<file path="src/rtl/pad_owner_gate.sv">
module pad_owner_gate #(
  parameter int NPADS = 8,
  parameter int SRC_W = 8,
  parameter int ADDR_W = 4,
  parameter logic [SRC_W-1:0] SRC_A = 8'h21,
  parameter logic [SRC_W-1:0] SRC_B = 8'h4E,
  parameter logic [SRC_W-1:0] SRC_C = 8'h63,
  parameter logic [SRC_W-1:0] SRC_DBG = 8'h7F,
  parameter logic [3:0] CODE_VALID = 4'b1111
) (
  input  logic              clk,
  input  logic              rst_n,
  input  logic              dbg_mode,
  input  logic              req_valid,
  input  logic [ADDR_W-1:0] req_addr,
  input  logic              req_write,
  input  logic              req_posted,
  input  logic [SRC_W-1:0]  req_src,
  input  logic [31:0]       req_wdata,
  output logic              cpl_valid,
  output logic              cpl_ok,
  output logic [31:0]       cpl_rdata,
  output logic [NPADS-1:0]  cfg_we
);
  localparam int PW = (NPADS > 1) ? $clog2(NPADS) : 1;

  logic [1:0]  own_q [NPADS];
  logic [31:0] cfg_q [NPADS];
  logic [31:0] own_word;

  always_comb begin
    own_word = '0;
    for (int i = 0; i < NPADS; i++) own_word[4*i +: 2] = own_q[i];
  end

  wire              hit_own = (req_addr == '0);
  wire              hit_pad = (req_addr >= 1) && (int'(req_addr) <= NPADS);
  wire [ADDR_W-1:0] pad_off = req_addr - 1'b1;
  wire [PW-1:0]     pad_idx = pad_off[PW-1:0];
  wire              posted  = req_write && req_posted;
  wire              own_wr_ok = (req_src == SRC_A) || (dbg_mode && req_src == SRC_DBG);

  logic [1:0]       code, eff;
  logic [SRC_W-1:0] owner_src;

  always_comb begin
    code = hit_pad ? own_q[pad_idx] : 2'b00;
    eff  = CODE_VALID[code] ? code : 2'b00;
    case (eff)
      2'b01:   owner_src = SRC_A;
      2'b10:   owner_src = SRC_B;
      2'b11:   owner_src = SRC_C;
      default: owner_src = '0;
    endcase
  end

  wire pad_pass = (eff == 2'b00) || (req_src == owner_src);
  wire pass = hit_own ? (!req_write || own_wr_ok) : (hit_pad && pad_pass);
  wire [31:0] rd_sel = hit_own ? own_word : (hit_pad ? cfg_q[pad_idx] : 32'h0);

  always_ff @(posedge clk) begin
    if (!rst_n) begin
      for (int i = 0; i < NPADS; i++) begin
        own_q[i] <= 2'b00;
        cfg_q[i] <= '0;
      end
      cpl_valid <= 1'b0;
      cpl_ok    <= 1'b0;
      cpl_rdata <= '0;
      cfg_we    <= '0;
    end else begin
      cpl_valid <= req_valid && !posted;
      cpl_ok    <= req_valid && pass;
      cpl_rdata <= (req_valid && pass && !req_write) ? rd_sel : 32'h0;
      cfg_we    <= '0;
      if (req_valid && req_write && pass) begin
        if (hit_own) begin
          for (int i = 0; i < NPADS; i++) own_q[i] <= req_wdata[4*i +: 2];
        end else begin
          cfg_q[pad_idx]  <= req_wdata;
          cfg_we[pad_idx] <= 1'b1;
        end
      end
    end
  end
endmodule

</file>
<file path="config.mk">
export PLATFORM = sky130hd
export DESIGN_NAME = pad_owner_gate
export DESIGN_NICKNAME = d
export VERILOG_FILES = /design/src/rtl/pad_owner_gate.sv
export SDC_FILE = /design/constraint.sdc
export NUM_CORES = 1
export LEC_CHECK = 0
export ABC_AREA = 1
export BUFFER_PORTS_ARGS = -buffer_cell sky130_fd_sc_hd__buf_4
export CORE_MARGIN = 2
export CORE_UTILIZATION = 45
export DETAILED_ROUTE_END_ITERATION = 10
export PLACE_DENSITY = 0.61
export SETUP_SLACK_MARGIN = 0.02
export SLEW_MARGIN = 10
export SYNTH_ARGS = -nofsm -noshare
export SYNTH_HDL_FRONTEND = slang
export SYNTH_SLANG_ARGS = --single-unit
export TNS_END_PERCENT = 1
</file>
<file path="constraint.sdc">
create_clock -name clk -period 5 [get_ports clk]
set_input_delay 0.5 -clock clk [delete_from_list [all_inputs] [get_ports clk]]
set_output_delay 0.5 -clock clk [all_outputs]
set_load 0.1 [all_outputs]
</file>
# Word level (Yosys, flattened, before mapping)
# Memory sizes are Yosys's and may differ from the RTL's.
# Cells that the tools add are included.
[op_classes] bitwise_logic=12 mul=0 n_reduce_logical=21 magnitude_cmp=5 addsub=1 n_div=0 muxes=30 n_eq_ne=6 shift=0
[op_table] cell="$mux 30" count=2
[op_table] cell="$mux 32" count=1
[op_table] cell="$reduce_or 32->1" count=1
[op_table] cell="$pmux 7 s3" count=1
[op_table] cell="$mux 2" count=10
[op_table] cell="$mux 1" count=13
[op_table] cell="$logic_and 1x1->1" count=10
[op_table] cell="$eq 8x6->1 const B" count=1
[op_table] cell="$eq 8x7->1 const B" count=1
[op_table] cell="$eq 8x8->1" count=1
[op_table] cell="$or 1x1->1" count=8
[op_table] cell="$eq 2x2->1 const B" count=2
[op_table] cell="$ge 4x1->1 const B" count=1
[op_table] cell="$le 4x4->1 const B" count=1
[op_table] cell="$logic_not 4->1" count=1
[op_table] cell="$lt 3x4->1 const B" count=1
[op_table] cell="$not 1->1" count=4
[op_table] cell="$reduce_or 4->1" count=1
[op_table] cell="$demux 1 s3" count=1
[op_table] cell="$ge 3x1->1 const B" count=1
[op_table] cell="$logic_or 1x1->1" count=3
[op_table] cell="$lt 2x3->1 const B" count=1
[op_table] cell="$mux 3" count=1
[op_table] cell="$reduce_or 3->1" count=1
[op_table] cell="other kinds (6)" count=7
[word_totals] rom_bits=0 ff_bits=42 latch_bits=0 n_memories=2 wordCells=82 inputBits=50 ram_bits=272 output_inout_bits=42
[memory_table] name="cfg_q" depth=8 word_bits=32 read_ports=1 rd_ports_with_merged_regs=0 wr=8 line="28" text="logic [31:0] cfg_q [NPADS];"
[memory_table] name="own_q" depth=8 word_bits=2 read_ports=9 rd_ports_with_merged_regs=0 wr=8 line="27" text="logic [1:0] own_q [NPADS];"

# Depth between registers and ports, before layout
[depth] word_depth=18 depth_mapped=18 ltp_nobuf=14

# Least setup slack after synthesis
# No wires, ideal clock.
[synth_timing] path_type="input-to-reg" start="input req_addr[0]" end="memory cfg_q[0][0], enable pin" t_arrival_ps=3000 t_required_ps=4611 cell_stages=18 path_buffers=5 slack_ps=1610 path_cell_list="buf_6 -> inv_4 -> buf_2 -> ha_1 -> buf_2 -> nand3_1 -> nand2_1 -> nand2_1 -> nand3_2 -> nand2_1 -> nand2_1 -> nand2_1 -> nand2_2 -> nand2_4 -> buf_12 -> nand4_4 -> buf_6 -> nand2_1"
[synth_rtl] element="start, declared" line="15" text="input logic [ADDR_W-1:0] req_addr,"
[synth_rtl] element="end, declared" line="28"

==> key figures <==
Yosys
  – Fraction of registers with async set/reset: 0
  – Most frequent cells after synthesis: 350 x sky130_fd_sc_hd__nor2_1, 272 x sky130_fd_sc_hd__edfxtp_1, 170 x sky130_fd_sc_hd__nand2_1
  – Number of nets produced by synthesis: between 1,000 and 1,500
  – Sequential area share after synthesis: 0.673
  – Area contributors post-synth: sky130_fd_sc_hd__edfxtp_1 61%, sky130_fd_sc_hd__nor2_1 9.8%, sky130_fd_sc_hd__dfxtp_1 6.3%, sky130_fd_sc_hd__nand2_1 4.8%, sky130_fd_sc_hd__inv_1 3.3%
  – Cell count after synthesis: 1,216
  – Post-synth cell types: 46
  – Post-synthesis cell type with the largest combined area: sky130_fd_sc_hd__edfxtp_1
  – Cell with the most instances after synthesis: sky130_fd_sc_hd__nor2_1
  – Average cell area after synthesis: approximately 11 sq um
  – Main synth FF type: sky130_fd_sc_hd__edfxtp_1
  – Register bit count reported by yosys: 314
  – Count of yosys warnings during synthesis: 0
  – Area share of the largest cell type after synthesis: 0.611
  – Area of the mapped netlist: ~13,000 sq um
  – Number of synthesized flops with an enable pin: 272

Timing
  – Final total negative setup slack: 0 ns
  – Least-Margin Pin Slew: 0.846 ns
  – Endpoints failing hold: 0
  – Final period util: 0.646
  – Max-slew violations: 0
  – Count of endpoints failing setup in the final report: 0
  – Unrepaired setup endpoints after global routing: false
  – Highest clock frequency the design can meet: 309 MHz
  – Tightest slew margin relative to the limit: 0.434
  – Final worst path period need: 3.23 ns
  – Skew final: approximately 0.012 ns

Finish
  – Design area: about 16,000 sq um
  – Number of nets in the final layout: roughly 1,400
  – Layout area overhead: 15.9%
  – Number of antenna repair diodes: 0
  – Share of layout cells above drive strength 1: 0.157
  – Fill cells: approximately 2,700
  – Area of combinational cells with multiple inputs: 3420 sq um
  – Non-filler instance count after layout: between 1,500 and 2,000
  – Storage element area: about 9000 sq um

Global routing
  – Vias in the first global route: slightly below 9,000
  – First-pass GRT wire length: ~54 mm
  – Gr usage total: 0.232
  – Remaining global-route overflow: 0
  – Maximum number of pins on one net before global-route repair: 34
  – Initial antenna violation count: 0

Route
  – Vias after detailed routing: 9,175
  – Uppermost layer routed: met4
  – Post-route DRC: 0
  – Average detailed-routed wire length per instance: 20.6 um
  – 1st-pass router iterations: 5
  – Via density per instance: ~5.3
  – Met1 wire length: approximately 15 mm
  – Number of design-rule violations left by the first detailed-router iteration: ~890
  – Total detailed-routing wirelength: 35.7 mm
  – Met2 wire length: between 15 and 20 mm
  – DR WL met3: between 2 and 3 mm
  – Post-route antenna net violation count: 0

Die
  – Die Area: between 30,000 and 40,000 sq um
  – Y dimension of the die: approximately 180 um
  – Floorplan Core Area: ~29,000 sq um
  – Die X: 176 um
  – Initial core utilization: 0.454
  – Boundary Pins: 92
  – Cell Rows: 63

Power and ir drop
  – Areal power density over the cells: 388 nW/um^2
  – Peak supply drop: 275 uV
  – Cell leakage power: ~0.0066 uW

Min path
  – Hold path startpoint: req_posted
  – Cells on Worst Hold Path: 2
  – Type of the worst min-delay path: in -> reg

CTS
  – CTS clk-pin slew, worst paths: 0.06 ns
  – Number of levels in the clock H-tree: 2
  – Number of gates resized after CTS: 0
  – Cts hold-fix bufs: 0
  – Clock Sinks: 314
  – Max clock buf depth: 3
  – Total clock buffers created by CTS: 34
  – Insertion delay to the later sink of the worst-skew pair: slightly above 0.5 ns
  – Clock tree from TritonCTS: done
  – Post-CTS setup buffer count: 0
  – Buffer cell driving the clock tree root: sky130_fd_sc_hd__clkbuf_16

Placement
  – Area of placed instances: 14,300 sq um
  – RePlAce Congestion: between 0.8 and 0.9
  – HPWL Detailed: just over 20 mm
  – Port Buffer Count: about 90
  – Placed cells: 1,667

Worst setup path
  – Beginning of the critical path: req_addr[0]
  – Kind of critical path: in -> reg
  – Reg2reg setup slack: roughly 2.4 ns
  – Worst EP arrival: 3.44 ns
  – Depth of the most critical reg-to-reg path: 15
  – CP Launch Type: primary input
  – Critical Path RT: between 5 and 6 ns
  – Startpoint of the worst register-to-register path: own_q[1][1]$_SDFFCE_PN0P_
  – End point of the critical path: cfg_q[3][31]$_SDFFCE_PN0P_
  – Capturing element type of the critical path: flip-flop
  – Highest net fanout along the worst path: 20
  – Worst reg2reg path endpoint: cfg_q[3][31]$_SDFFCE_PN0P_

Run
  – Max-cap viol count: 0

Status
  – Status: finished clean
-- registers in the layout, summed over array words and instances (netlist names) --
| signal | count |
|---|---|
| cfg_q | 256 |
| cfg_we | 8 |
| cpl_ok | 1 |
| cpl_rdata | 32 |
| cpl_valid | 1 |
| own_q | 16 |
-- layout by cell type (no fill, tap or decap), types with 3 or more instances in the layout --
master | synthesis | layout
sky130_fd_sc_hd__a221oi_1 | 16 | 16
sky130_fd_sc_hd__nor3_1 | 15 | 15
sky130_fd_sc_hd__clkbuf_16 | 0 | 37
sky130_fd_sc_hd__nand4_4 | 8 | 8
sky130_fd_sc_hd__a21oi_1 | 11 | 11
sky130_fd_sc_hd__a22o_1 | 22 | 22
sky130_fd_sc_hd__buf_4 | 1 | 114
sky130_fd_sc_hd__a211oi_1 | 4 | 4
sky130_fd_sc_hd__nor2_1 | 350 | 346
sky130_fd_sc_hd__dfxtp_1 | 42 | 42
sky130_fd_sc_hd__clkinv_1 | 12 | 15
sky130_fd_sc_hd__o22ai_1 | 36 | 36
sky130_fd_sc_hd__nand3b_1 | 3 | 3
sky130_fd_sc_hd__bufinv_16 | 0 | 5
sky130_fd_sc_hd__nand3_1 | 7 | 7
sky130_fd_sc_hd__clkbuf_1 | 4 | 8
sky130_fd_sc_hd__inv_1 | 118 | 118
sky130_fd_sc_hd__edfxtp_1 | 272 | 272
sky130_fd_sc_hd__nand4_1 | 5 | 5
sky130_fd_sc_hd__nand2_2 | 6 | 6
sky130_fd_sc_hd__nor2_2 | 4 | 8
sky130_fd_sc_hd__o21ai_0 | 27 | 27
sky130_fd_sc_hd__buf_12 | 1 | 3
sky130_fd_sc_hd__or2_2 | 5 | 5
sky130_fd_sc_hd__clkinv_2 | 0 | 6
sky130_fd_sc_hd__nand2_1 | 170 | 170
-- per-stage QoR --
step	total power [uW]	utilization	setup WS, ns	hold slack [ns]
global route	6200	0.526	1.52	0.154
floorplan	3270	-	1.61	0.476
detailed placement	3440	0.486	1.25	0.535
global placement	3440	0.486	1.31	0.532
finish	6020	0.526	1.77	0.161
CTS	6050	0.526	1.79	0.147
-- per-layer routing --
metal  vias up  global-route usage
met3        72              0.0347
met2       343               0.393
met4         0              0.0696
li1       4264                   -
met1      4496               0.311
met5         -                   0
-- cells by family (layout without fill, tap and decap cells) --
family,Yosys count,in the layout,share of synthesized area
AO/OA/AOI/OAI,125,125,0.0631
adder cells (fa/ha/maj),2,2,0.00187
buffers and inverters,189,312,0.0722
flip-flops,314,314,0.673
AND/OR/NAND/NOR,586,586,0.189
-- how the worst min path moves through the flow --
stage | end | slack [ns]
2_1_floorplan | cpl_rdata[5]$_SDFF_PN0_ | 0.48
3_3_place_gp | cpl_rdata[5]$_SDFF_PN0_ | 0.53
3_5_place_dp | cpl_rdata[5]$_SDFF_PN0_ | 0.54
4_1_cts | cpl_valid$_SDFF_PN0_ | 0.15
5_1_grt | cpl_valid$_SDFF_PN0_ | 0.15
6_report | cpl_valid$_SDFF_PN0_ | 0.16
-- cell type report --
class | instances | area share
clock inverter | 16 | 0.0134
inverter | 133 | 0.0323
sequential | 314 | 0.581
tap | 390 | 0.0315
multi-input combinational | 713 | 0.220
timing repair buffer | 117 | 0.0591
clock buffer | 46 | 0.0625
-- worst max-delay path, stage by stage --
cell	delay, ns
sky130_fd_sc_hd__buf_4	0.23
sky130_fd_sc_hd__inv_4	0.14
sky130_fd_sc_hd__ha_1	0.51
sky130_fd_sc_hd__inv_1	0.20
sky130_fd_sc_hd__nand2_1	0.11
sky130_fd_sc_hd__nand2_1	0.05
sky130_fd_sc_hd__nand2_1	0.07
sky130_fd_sc_hd__nand3_2	0.08
sky130_fd_sc_hd__nand2_1	0.06
sky130_fd_sc_hd__nand2_1	0.05
sky130_fd_sc_hd__nand2_1	0.08
sky130_fd_sc_hd__nand2_2	0.06
sky130_fd_sc_hd__nand2_4	0.24
sky130_fd_sc_hd__nand4_4	0.11
sky130_fd_sc_hd__nand2_1	0.65
sky130_fd_sc_hd__buf_12	0.27
-- power breakdown --
group / switching, uW / total (uW) / internal (uW)
Clock: 1010 / 2630 / 1620
Combinational: 337 / 459 / 122
Sequential: 20.0 / 2930 / 2910
Power figures use the tool's default switching activity.
